**config.mk**
```make
export PLATFORM = sky130hd
export DESIGN_NAME = spi_user_bridge
export DESIGN_NICKNAME = d
export VERILOG_FILES = /design/src/rtl/spi_user_pkg.sv /design/src/rtl/spi_bit_shifter.sv /design/src/rtl/spi_user_regs.sv /design/src/rtl/spi_user_bridge.sv
export SDC_FILE = /design/constraint.sdc
export NUM_CORES = 1
export LEC_CHECK = 0
export ABC_AREA = 1
export CAP_MARGIN = 30
export CORE_MARGIN = 5
export CORE_UTILIZATION = 45
export DETAILED_ROUTE_END_ITERATION = 10
export PLACE_DENSITY = 0.76
export SLEW_MARGIN = 10
export SYNTH_ARGS = -nofsm -noshare
export SYNTH_HDL_FRONTEND = slang
export SYNTH_HIERARCHICAL = 1
export SYNTH_SLANG_ARGS = --single-unit
export TNS_END_PERCENT = 100
```
**constraint.sdc**
```tcl
create_clock -name clk -period 2.7 [get_ports clk]
set_input_delay 0.54 -clock clk [delete_from_list [all_inputs] [get_ports clk]]
set_output_delay 0.54 -clock clk [all_outputs]
set_load 0.02 [all_outputs]
```
**src/rtl/spi_user_pkg.sv**
```systemverilog
package spi_user_pkg;

  localparam logic [1:0] MODE_NORMAL = 2'd0;
  localparam logic [1:0] MODE_USER   = 2'd3;
  localparam int         CFG_WE_LSB  = 16;

  typedef struct packed {
    logic [3:0] inact;
    logic       lsb;
    logic       mode3;
    logic       stop;
    logic [1:0] mode;
  } ctl_t;

  localparam ctl_t CTL_RESET = '{4'd0, 1'b0, 1'b0, 1'b1, MODE_NORMAL};

  typedef enum logic [1:0] {ST_IDLE, ST_LAUNCH, ST_WAIT} seq_state_t;

  function automatic ctl_t ctl_from_word(input logic [31:0] w);
    ctl_t c;
    c.inact = w[27:24];
    c.lsb   = w[5];
    c.mode3 = w[4];
    c.stop  = w[2];
    c.mode  = w[1:0];
    return c;
  endfunction

  function automatic logic [31:0] ctl_to_word(input ctl_t c);
    return {4'b0, c.inact, 18'b0, c.lsb, c.mode3, 1'b0, c.stop, c.mode};
  endfunction

endpackage

```
**src/rtl/spi_bit_shifter.sv**
```systemverilog
module spi_bit_shifter #(
  parameter int HALF_DIV = 2
) (
  input  logic       clk,
  input  logic       rst,
  input  logic       start,
  input  logic [7:0] tx_byte,
  input  logic       lsb_first,
  input  logic       idle_high,
  input  logic       miso,
  output logic       busy,
  output logic       done,
  output logic [7:0] rx_byte,
  output logic       sclk,
  output logic       mosi
);
  localparam int DW = (HALF_DIV > 1) ? $clog2(HALF_DIV) : 1;
  localparam logic [DW-1:0] DIV_LAST = DW'(HALF_DIV - 1);

  logic          half_q;
  logic [2:0]    bit_q;
  logic [DW-1:0] div_q;
  logic [7:0]    sh_q;

  always_ff @(posedge clk) begin
    if (rst) begin
      busy    <= 1'b0;
      done    <= 1'b0;
      half_q  <= 1'b0;
      bit_q   <= '0;
      div_q   <= '0;
      sh_q    <= '0;
      rx_byte <= '0;
    end else begin
      done <= 1'b0;
      if (!busy) begin
        if (start) begin
          busy   <= 1'b1;
          half_q <= 1'b0;
          bit_q  <= '0;
          div_q  <= '0;
          sh_q   <= tx_byte;
        end
      end else if (div_q != DIV_LAST) begin
        div_q <= div_q + 1'b1;
      end else begin
        div_q <= '0;
        if (!half_q) begin
          half_q  <= 1'b1;
          rx_byte <= lsb_first ? {miso, rx_byte[7:1]} : {rx_byte[6:0], miso};
        end else begin
          half_q <= 1'b0;
          if (bit_q == 3'd7) begin
            busy <= 1'b0;
            done <= 1'b1;
          end else begin
            bit_q <= bit_q + 1'b1;
            sh_q  <= lsb_first ? (sh_q >> 1) : (sh_q << 1);
          end
        end
      end
    end
  end

  assign mosi = lsb_first ? sh_q[0] : sh_q[7];
  assign sclk = busy ? half_q : idle_high;

endmodule

```
**src/rtl/spi_user_regs.sv**
```systemverilog
module spi_user_regs
  import spi_user_pkg::*;
#(
  parameter int NUM_CS = 2,
  parameter int CS_W   = (NUM_CS > 1) ? $clog2(NUM_CS) : 1
) (
  input  logic                   clk,
  input  logic                   rst,
  input  logic                   cfg_wr,
  input  logic                   ctl_wr,
  input  logic [CS_W-1:0]        ctl_idx,
  input  logic [31:0]            wdata,
  output logic [NUM_CS-1:0]      we_en,
  output ctl_t [NUM_CS-1:0]      ctl,
  output logic [NUM_CS-1:0]      cs_n
);
  logic unused_wd;
  assign unused_wd = ^wdata;

  always_ff @(posedge clk) begin
    if (rst)         we_en <= '0;
    else if (cfg_wr) we_en <= wdata[CFG_WE_LSB +: NUM_CS];
  end

  for (genvar g = 0; g < NUM_CS; g++) begin : g_chip
    ctl_t       ctl_r;
    logic       cs_r;
    logic [3:0] gap_r;
    logic       want;

    assign want = (ctl_r.mode == MODE_USER) && !ctl_r.stop;

    always_ff @(posedge clk) begin
      if (rst)                                   ctl_r <= CTL_RESET;
      else if (ctl_wr && ctl_idx == CS_W'(g))   ctl_r <= ctl_from_word(wdata);
    end

    always_ff @(posedge clk) begin
      if (rst) begin
        cs_r  <= 1'b1;
        gap_r <= '0;
      end else if (cs_r) begin
        if (gap_r != 4'd0) gap_r <= gap_r - 1'b1;
        else if (want)     cs_r  <= 1'b0;
      end else if (!want) begin
        cs_r  <= 1'b1;
        gap_r <= ~ctl_r.inact;
      end
    end

    assign ctl[g]  = ctl_r;
    assign cs_n[g] = cs_r;
  end

endmodule

```
**src/rtl/spi_user_bridge.sv**
```systemverilog
module spi_user_bridge
  import spi_user_pkg::*;
#(
  parameter int NUM_CS   = 2,
  parameter int AW       = 16,
  parameter int WIN_AW   = 12,
  parameter int HALF_DIV = 2
) (
  input  logic              clk,
  input  logic              rst,
  input  logic              bus_valid,
  input  logic              bus_write,
  input  logic [AW-1:0]     bus_addr,
  input  logic [1:0]        bus_size,
  input  logic [31:0]       bus_wdata,
  output logic [31:0]       bus_rdata,
  output logic              bus_ready,
  output logic              spi_sclk,
  output logic              spi_mosi,
  input  logic              spi_miso,
  output logic [NUM_CS-1:0] spi_cs_n
);
  localparam int CS_W = (NUM_CS > 1) ? $clog2(NUM_CS) : 1;
  localparam logic [CS_W:0] NUM_CS_V = NUM_CS[CS_W:0];

  logic unused_addr;
  assign unused_addr = ^bus_addr;

  logic [NUM_CS-1:0] we_en;
  ctl_t [NUM_CS-1:0] ctl_q;

  seq_state_t     st;
  logic [31:0]    tx_word;
  logic [1:0]     lane;
  logic [1:0]     left;
  logic [CS_W-1:0] cur_cs;
  logic           op_rd;

  logic           acc, is_win, is_cfg, is_ctl, aligned, win_ok, permit;
  logic [5:0]     reg_word, ctl_off;
  logic [CS_W-1:0] win_cs;
  logic [31:0]    reg_rd;
  logic [1:0]     n_left;

  always_comb begin
    acc      = bus_valid && (st == ST_IDLE) && !bus_ready;
    is_win   = bus_addr[AW-1];
    reg_word = bus_addr[7:2];
    ctl_off  = reg_word - 6'd4;
    is_cfg   = !is_win && (bus_addr[7:0] == 8'd0);
    is_ctl   = !is_win && (bus_addr[1:0] == 2'd0) && (reg_word >= 6'd4) &&
               (ctl_off < 6'(NUM_CS));
    win_cs   = bus_addr[WIN_AW +: CS_W];
    win_ok   = {1'b0, win_cs} < NUM_CS_V;
    case (bus_size)
      2'd0:    begin aligned = 1'b1;                   n_left = 2'd0; end
      2'd1:    begin aligned = !bus_addr[0];           n_left = 2'd1; end
      2'd2:    begin aligned = (bus_addr[1:0] == 2'd0); n_left = 2'd3; end
      default: begin aligned = 1'b0;                   n_left = 2'd0; end
    endcase
    permit = is_win && win_ok && aligned &&
             (ctl_q[win_cs].mode == MODE_USER) && we_en[win_cs];
    if (is_cfg)      reg_rd = 32'(we_en) << CFG_WE_LSB;
    else if (is_ctl) reg_rd = ctl_to_word(ctl_q[ctl_off[CS_W-1:0]]);
    else             reg_rd = '0;
  end

  spi_user_regs #(.NUM_CS(NUM_CS), .CS_W(CS_W)) u_regs (
    .clk     (clk),
    .rst     (rst),
    .cfg_wr  (acc && bus_write && is_cfg),
    .ctl_wr  (acc && bus_write && is_ctl),
    .ctl_idx (ctl_off[CS_W-1:0]),
    .wdata   (bus_wdata),
    .we_en   (we_en),
    .ctl     (ctl_q),
    .cs_n    (spi_cs_n)
  );

  logic       shift_busy, shift_done;
  logic [7:0] rx_byte;

  spi_bit_shifter #(.HALF_DIV(HALF_DIV)) u_shift (
    .clk       (clk),
    .rst       (rst),
    .start     (st == ST_LAUNCH),
    .tx_byte   (op_rd ? 8'hFF : tx_word[{lane, 3'b000} +: 8]),
    .lsb_first (ctl_q[cur_cs].lsb),
    .idle_high (ctl_q[cur_cs].mode3),
    .miso      (spi_miso),
    .busy      (shift_busy),
    .done      (shift_done),
    .rx_byte   (rx_byte),
    .sclk      (spi_sclk),
    .mosi      (spi_mosi)
  );

  always_ff @(posedge clk) begin
    if (rst) begin
      st        <= ST_IDLE;
      bus_ready <= 1'b0;
      bus_rdata <= '0;
      tx_word   <= '0;
      lane      <= '0;
      left      <= '0;
      cur_cs    <= '0;
      op_rd     <= 1'b0;
    end else begin
      bus_ready <= 1'b0;
      case (st)
        ST_IDLE: begin
          if (acc) begin
            if (is_win && permit) begin
              st        <= ST_LAUNCH;
              tx_word   <= bus_wdata;
              lane      <= bus_addr[1:0];
              left      <= n_left;
              cur_cs    <= win_cs;
              op_rd     <= !bus_write;
              bus_rdata <= '0;
            end else begin
              bus_ready <= 1'b1;
              bus_rdata <= (is_win || bus_write) ? 32'd0 : reg_rd;
            end
          end
        end
        ST_LAUNCH: st <= ST_WAIT;
        ST_WAIT: begin
          if (shift_done) begin
            if (op_rd) bus_rdata[{lane, 3'b000} +: 8] <= rx_byte;
            if (left == 2'd0) begin
              bus_ready <= 1'b1;
              st        <= ST_IDLE;
            end else begin
              lane <= lane + 1'b1;
              left <= left - 1'b1;
              st   <= ST_LAUNCH;
            end
          end
        end
        default: st <= ST_IDLE;
      endcase
    end
  end

endmodule

```
==> results of run 1 <==
-- registers in the layout, summed over array words and instances (netlist names) --
register,flops
u_shift/rx_byte,8
u_regs/ctl,18
u_shift/busy,1
bus_ready,1
u_regs/we_en,2
tx_word,32
u_shift/bit_q,3
lane,2
left,2
bus_rdata,32
u_shift/div_q,1
u_regs/g_chip.gap_r,8
st,2
op_rd,1
u_shift/half_q,1
u_shift/done,1
cur_cs,1
u_regs/g_chip.cs_r,2
u_shift/sh_q,8
-- metrics by stage --
step           power, mW  utilization, %
6_report            5.17            57.0
5_1_grt             5.40            57.0
4_1_cts             5.21            57.0
3_5_place_dp        2.87            52.8
3_3_place_gp        2.85            52.8
2_1_floorplan       2.61               -
-- final cells by class --
cell class              count  share of cell area, %
flip-flops and latches    126                   30.3
clock buffers              18                   5.28
well taps                 184                   2.77
multi-input cells         758                   41.6
clock inverters            14                   2.03
repair buffers             99                   11.8
inverters                 135                   6.17
-- path summary, 6_finish.rpt --
| kind | start | endpoint | slack [ns] | depth (start not counted) |
|---|---|---|---|---|
| min reg2reg | u_shift/bit_q[2] | u_shift/bit_q[2] | 0.48 | 2 |
| min | u_shift/bit_q[2] | u_shift/bit_q[2] | 0.48 | 2 |
| max | u_regs/ctl[4] | spi_mosi | 0.18 | 5 |
| max reg2reg | lane[1] | bus_rdata[6] | 0.60 | 8 |
-- power by group --
part | switching [mW] | internal, mW | total [mW] | leakage [nW]
Sequential | 0.0633 | 1.95 | 2.01 | 1.02
Clock | 0.858 | 1.47 | 2.33 | 0.284
Combinational | 0.479 | 0.349 | 0.827 | 2.66
Total | 1.40 | 3.77 | 5.17 | 3.97
-- cell families (layout without fill, tap and decap cells) --
kind of cell | Yosys count | after routing | share of synthesized area, %
compound gates | 104 | 104 | 8.26
simple gates | 629 | 629 | 39.1
xor+xnor | 2 | 2 | 0.261
flops | 126 | 126 | 37.6
buf+inv | 174 | 266 | 10.8
mux | 7 | 7 | 1.04
fa+ha+maj | 16 | 16 | 2.98
-- synthesized netlist by cell type, types with 4 or more instances --
library cell and count:
nor3_1 4, buf_6 5, buf_2 12, inv_2 9
nor2_2 5, clkinv_1 4, nand2_1 266, nor2_1 239
clkbuf_1 18, dfxtp_1 126, ha_1 16, nand4_1 8
a21oi_2 4, mux2i_1 7, nand3_1 81, o21ai_1 7
inv_1 120, nand2_2 13, nand2_4 7, o21ai_0 59
a21oi_1 28
-- worst max-delay path, stage by stage (launching register included) --
cell and delay (ns):
dfxtp_1 0.33, inv_1 0.05, o21ai_1 0.36, nand2_1 0.09
o21ai_0 0.09, clkdlybuf4s50_1 0.63
-- layer usage --
metal  track usage, %  routed length [um]
met5                0                   0
met1             24.4                7650
met4             6.63                 327
met2             31.0                7530
met3             4.85                 932
==> flow_metrics.tcl, run 1 <==
set metrics [dict create \
    multiInputGateArea_um2 3460 \
    peakVddDrop_mv 0.404 \
    clk_pin_slew_ns 0.06 \
    status "finished, final reports clean" \
    n_antenna_cell 0 \
    antenna_found_initial 0 \
    setup-violations-final 0 \
    drv_slew 0 \
    synth_fp_nets 1129 \
    synth_largest_area_cell "dfxtp_1" \
    synth_edf_count 0 \
    area_growth_pct 24.0 \
    clockBufferDepth 2 \
    grt_max_degree 69 \
    hold_viol_final 0 \
    grt_pass1_wl_um 27500 \
    fp.coreArea_um2 14600 \
    place_area_um2 7710 \
    rsz0062_at_grt "false" \
    netlist_top_cells_area "dfxtp_1 38%, nand2_1 15%, nor2_1 13%" \
    post-cts-setup-buffers 0 \
    die_y_um 132 \
    die_area_um2 17400 \
    async_flop_share_pct 0 \
    overflow 0 \
    ctsRootBufferMaster "clkbuf_16" \
    synthCells 1058 \
    post-place-ws_ns 0.331 \
    route.final.wire_length_um 16400 \
    final-seq-area_um2 2520 \
    synth.distinct_cells 37 \
    yosys_warnings 6 \
    ys_ff_latch 126 \
    numPortBuffers 85 \
    post_drt_wl_per_cell_um 12.3 \
    fin_ws_ns 0.183 \
    min_period_ns 2.52 \
    postRouteAntennaNets 0 \
    timing.slew.headroom_pct 56.8 \
    gp_congestion 0.909 \
    post_cts_resized 0 \
    worstSkewPairLatency_ns 0.42 \
    startpoint_type "flip-flop" \
    ys_seq_area_share_pct 37.6 \
    critPathMaxFanout 5 \
    firstDrtPassIters 5 \
    cts-buffers-inserted 17 \
    power_density_nw_per_um2 621 \
    drcViolationCount 0 \
    finalNetCount 1208 \
    vias 6437 \
    htreeDepth 4 \
    leakage_nw 3.97 \
    hp-class "reg -> reg" \
    hold_buffers 0 \
    fin_tns_setup_ns 0 \
    maxCapViolations 0 \
    yosysTopAreaCellShare_pct 37.6 \
    nFillCells 1363 \
    worstSetupPathType "reg -> out" \
    ios 92 \
    track_usage_pct 19.0 \
    drive_gt1_share_pct 7.91 \
    ys.flop_type "dfxtp_1" \
    cts_tree "built" \
    avgSynthCellArea_um2 6.34 \
    initial_core_util_pct 46.0 \
    period_share_pct 93.2 \
    netlist_area_um2 6710 \
    die_w_um 132 \
    cp-end-kind "primary output" \
    cts_sinks 126 \
    final_design_area_no_fill_um2 8320 \
    layout_commonest_cell "nand2_1" \
    layout_common_cells "266 x nand2_1, 239 x nor2_1, 126 x dfxtp_1" \
    stdcell_count 1334 \
    max_freq_mhz 397 \
    num_rows 44 \
    drt_iter0_drc 463 \
    vias_per_cell 4.83 \
    post-dp-hpwl_um 11800 \
    fin_skew_ns 0.00563 \
    crit_required_ns 2.16 \
    dp_cells 1302 \
    grt_pass1_vias 5860 \
    worst_slew_pin_slew_ns 0.648 \
    whs_ns 0.483 \
    arrival_ns 1.98 \
]
No activity file was read; power rests on OpenSTA's default activity.
==> inputs of run 2 (changes only) <==
DONT_BUFFER_PORTS = 1   (was unset)
PLACE_DENSITY = 0.68   (was 0.76)
==> run 2 against run 1 <==
Against the previous run:
- sequential cell count unchanged
- utilization down 6.0 points
- sequential share of layout area grew 3.6 points
- worst setup slack improved by 0.43 ns
- non-clock buffer count shrank 88
- clock power is 3% higher
- via count decreased by 5.5%
- die area stayed put
- hold slack worse by 0.31 ns
- count of clock-buffer cells in the layout did not move
- total power down 1.5%
==> flow_metrics.tcl, run 2 (synthesis results as in run 1) <==
set metrics [dict create \
    finalNetCount 1120 \
    grt_pass1_wl_um 27100 \
    worst_slew_pin_slew_ns 0.609 \
    fp.coreArea_um2 14600 \
    period_share_pct 77.2 \
    critPathMaxFanout 18 \
    gp_congestion 0.869 \
    cts_tree "built" \
    ctsRootBufferMaster "clkbuf_16" \
    layout_commonest_cell "nand2_1" \
    post-place-ws_ns 0.634 \
    place_area_um2 6820 \
    hold_viol_final 0 \
    arrival_ns 2.45 \
    post-cts-setup-buffers 0 \
    fin_ws_ns 0.615 \
    leakage_nw 3.64 \
    num_rows 44 \
    post-dp-hpwl_um 11500 \
    area_growth_pct 11.0 \
    post_drt_wl_per_cell_um 13.1 \
    hold_buffers 0 \
    n_antenna_cell 0 \
    rsz0062_at_grt "false" \
    peakVddDrop_mv 0.630 \
    htreeDepth 4 \
    timing.slew.headroom_pct 59.4 \
    firstDrtPassIters 5 \
    track_usage_pct 18.9 \
    hp-class "in -> reg" \
    overflow 0 \
    setup-violations-final 0 \
    finalCoreUtilization_pct 51.0 \
    grt_max_degree 69 \
    multiInputGateArea_um2 3460 \
    final-seq-area_um2 2520 \
    startpoint_type "flip-flop" \
    max_freq_mhz 480 \
    drive_gt1_share_pct 8.19 \
    nFillCells 1454 \
    die_y_um 132 \
    postRouteAntennaNets 0 \
    antenna_found_initial 0 \
    numPortBuffers 0 \
    worstSetupPathType "reg -> reg" \
    cts-buffers-inserted 17 \
    die_w_um 132 \
    clockBufferDepth 2 \
    vias 6083 \
    drv_slew 0 \
    layout_common_cells "266 x nand2_1, 239 x nor2_1, 126 x dfxtp_1" \
    final_design_area_no_fill_um2 7440 \
    vias_per_cell 4.88 \
    clk_pin_slew_ns 0.06 \
    maxCapViolations 0 \
    fin_tns_setup_ns 0 \
    grt_pass1_vias 5484 \
    power_density_nw_per_um2 683 \
    drt_iter0_drc 475 \
    post_cts_resized 0 \
    cp-end-kind "flip-flop" \
    cts_sinks 126 \
    crit_required_ns 3.06 \
    status "finished, final reports clean" \
    min_period_ns 2.09 \
    route.final.wire_length_um 16300 \
    fin_skew_ns 0.0111 \
    die_area_um2 17400 \
    initial_core_util_pct 46.0 \
    drcViolationCount 0 \
    worstSkewPairLatency_ns 0.43 \
    ios 92 \
]
## run 2: cell types whose count changed in the layout (fill, tap and decap cells not counted), sizes merged
cell           change
inv                +1
clkinvlp           -2
clkdlybuf4s50     -85
bufinv             +1
buf                -3
## run 2: worst paths after layout
check                       startpoint                         to  slack, ns  cells past startpoint
min reg2reg  u_regs/g_chip[0].gap_r[1]  u_regs/g_chip[0].gap_r[1]       0.48                      2
max                            lane[1]               bus_rdata[6]       0.61                      8
max reg2reg                    lane[1]               bus_rdata[6]       0.61                      8
min                                rst  u_regs/g_chip[0].gap_r[3]       0.18                      1
## run 2: cell type report
class | count | area share, %
sequential | 126 | 33.9
timing repair buffer | 11 | 1.28
clock inverter | 14 | 2.59
multi-input combinational | 758 | 46.5
tap | 184 | 3.09
inverter | 135 | 6.89
clock buffer | 18 | 5.76
## run 2: metrics by stage
| step | instances | hold slack (ns) | total power, mW |
|---|---|---|---|
| after CTS | 1246 | 0.163 | 5.13 |
| after global routing | 1246 | 0.155 | 5.33 |
| after global placement | 1214 | 0.462 | 2.69 |
| after floorplan | 1058 | 0.444 | 2.61 |
| after detailed placement | 1214 | 0.470 | 2.71 |
| final | 1246 | 0.176 | 5.09 |
## run 2: report_power, final
part | internal (mW) | total [mW] | switching (mW)
combinational | 0.233 | 0.619 | 0.386
clock | 1.54 | 2.41 | 0.870
sequential | 1.95 | 2.05 | 0.107
total | 3.72 | 5.09 | 1.36
## run 2: worst max-delay path: stages (launching register included)
cell      delay (ns)
dfxtp_1         0.31
clkinv_1        0.20
ha_1            0.31
clkinv_1        0.43
nor3_1          0.43
nand2_1         0.12
nand3_1         0.09
nand2_1         0.05
nor2_1          0.09
## run 2: layer usage
metal / track usage, % / vias up / share of wire (%)
met3: 6.37 / 25 / 6.6
met5: 0 / - / 0
li1: - / 3250 / -
met4: 6.63 / 0 / 1.8
met2: 29.3 / 152 / 45
met1: 24.7 / 2656 / 46
==> inputs of run 3 (changes only) <==
PLACE_DENSITY = 0.7   (was 0.68)
clock period = 1.8 ns   (was 2.7 ns; I/O delays follow)
==> run 3 against run 2 <==
Against the previous run:
- routed wire length is 3.3% higher
- non-clock buffer count is 11 higher
- global-route usage is 0.54 points higher
- final area is 2.3% higher
- critical path type is now reg -> out
- highest routed layer unchanged
==> flow_metrics.tcl, run 3 (synthesis results as in run 1) <==
set metrics [dict create \
    status "finished, final reports clean" \
    min_from "rst" \
    die_y_um 132 \
    die_w_um 132 \
    worstReg2RegStart "lane[0]" \
    antenna_found_initial 0 \
    hold_viol_final 0 \
    fin_skew_ns 0.00395 \
    grt_pass1_vias 5599 \
    track_usage_pct 19.5 \
    initial_core_util_pct 46.0 \
    max_freq_mhz 578 \
    power_density_nw_per_um2 1000 \
    clockBufferDepth 2 \
    fin_tns_setup_ns 0 \
    min_to "u_regs/g_chip[0].cs_r" \
    num_rows 44 \
    layout_commonest_cell "nand2_1" \
    area_growth_pct 13.5 \
    vias 6154 \
    cp-end-kind "primary output" \
    whs_path_depth 2 \
    vias_per_cell 4.90 \
    rsz0062_at_grt "true" \
    cts_tree "built" \
    route.final.wire_length_um 16900 \
    r2r-end "bus_rdata[18]" \
    timing.slew.headroom_pct 39.8 \
    worstSkewPairLatency_ns 0.42 \
    gp_congestion 0.883 \
    leakage_nw 3.72 \
    peakVddDrop_mv 0.675 \
    grt_max_degree 69 \
    grt_pass1_wl_um 27600 \
    worstSetupPathType "reg -> out" \
    overflow 0 \
    dp_cells 1221 \
    multiInputGateArea_um2 3490 \
    drcViolationCount 0 \
    die_area_um2 17400 \
    place_area_um2 6910 \
    drive_gt1_share_pct 10.3 \
    ctsRootBufferMaster "clkbuf_16" \
    drt_iter0_drc 549 \
    crit_required_ns 1.44 \
    cts_sinks 126 \
    post_drt_wl_per_cell_um 13.4 \
    nFillCells 1457 \
    p_total_mw 7.62 \
    stdcell_count 1257 \
    arrival_ns 1.37 \
    whs_ns 0.0348 \
    n_antenna_cell 0 \
    period_share_pct 96.1 \
    finalNetCount 1131 \
    final-seq-area_um2 2520 \
    startpoint_type "flip-flop" \
    worst_slew_pin_slew_ns 0.900 \
    fp.coreArea_um2 14600 \
    clk_pin_slew_ns 0.06 \
    numPortBuffers 0 \
    reg2reg_depth 8 \
    reg2reg_slack_ns 0.15 \
    min_period_ns 1.73 \
    postRouteAntennaNets 0 \
    critPathMaxFanout 4 \
    hp-class "in -> reg" \
    firstDrtPassIters 5 \
    layout_common_cells "266 x nand2_1, 237 x nor2_1, 124 x dfxtp_1" \
    htreeDepth 4 \
    maxCapViolations 0 \
    setup-violations-final 0 \
    final_design_area_no_fill_um2 7610 \
    post-dp-hpwl_um 11700 \
    ios 92 \
    cts-buffers-inserted 17 \
    drv_slew 0 \
]
## run 3: cell types whose count changed in the layout (fill, tap and decap cells not counted), sizes merged
cell,change
clkinvlp,+1
bufinv,-1
clkbuf,+3
clkinv,-1
dlygate4sd3,+2
inv,-2
buf,+9
## run 3: area by class of cell
cell class,instances,area share [%]
inverter,135,6.84
timing repair buffer,22,2.94
clock buffer,21,6.31
sequential,126,33.2
multi-input combinational,758,45.9
clock inverter,11,1.81
tap,184,3.02
## run 3: metrics by stage
step / util (%) / setup WS (ns)
after floorplan: - / -0.0236
after global placement: 47.4 / 0.152
after detailed placement: 47.4 / 0.111
after CTS: 51.9 / 0.0106
after global routing: 52.2 / -0.0149
final: 52.2 / 0.0706
## run 3: how the worst max path moves through the flow
stage | cells after the start | to | slack (ns) | start
after floorplan | 10 | bus_rdata[21] | -0.02 | lane[0]
after global placement | 8 | u_regs/ctl[11] | 0.15 | bus_addr[1]
after detailed placement | 8 | u_regs/ctl[11] | 0.11 | bus_addr[1]
after CTS | 6 | spi_mosi | 0.01 | u_regs/ctl[4]
after global routing | 8 | bus_rdata[29] | -0.01 | lane[0]
final | 5 | spi_mosi | 0.07 | cur_cs
## run 3: routing by layer
| layer | vias up | GRT usage, % | routed length [um] |
|---|---|---|---|
| li1 | 3267 | - | - |
| met1 | 2725 | 24.0 | 7420 |
| met2 | 147 | 31.9 | 7930 |
| met3 | 15 | 6.83 | 1330 |
| met4 | 0 | 6.11 | 180 |
| met5 | - | 0 | 0 |
## run 3: repair_timing
item                                   CTS  global route
pin swaps                                1             1
setup endpoints to repair                1            31
hold buffers                             2             0
gates resized for setup                  4             8
endpoints found under the hold margin   18             0
buffers inserted                         1             1
## run 3: power by group
group          switching [mW]  internal, mW
Combinational           0.599         0.366
Sequential              0.161          2.92
Clock                    1.26          2.31
Total                    2.02          5.60
## run 3: worst max-delay path, cell delays in order (launching register included)
cell and delay, ns:
dfxtp_2 0.34, nand2_1 0.10, o21ai_4 0.08, buf_12 0.13, o21ai_2 0.16, buf_6 0.14
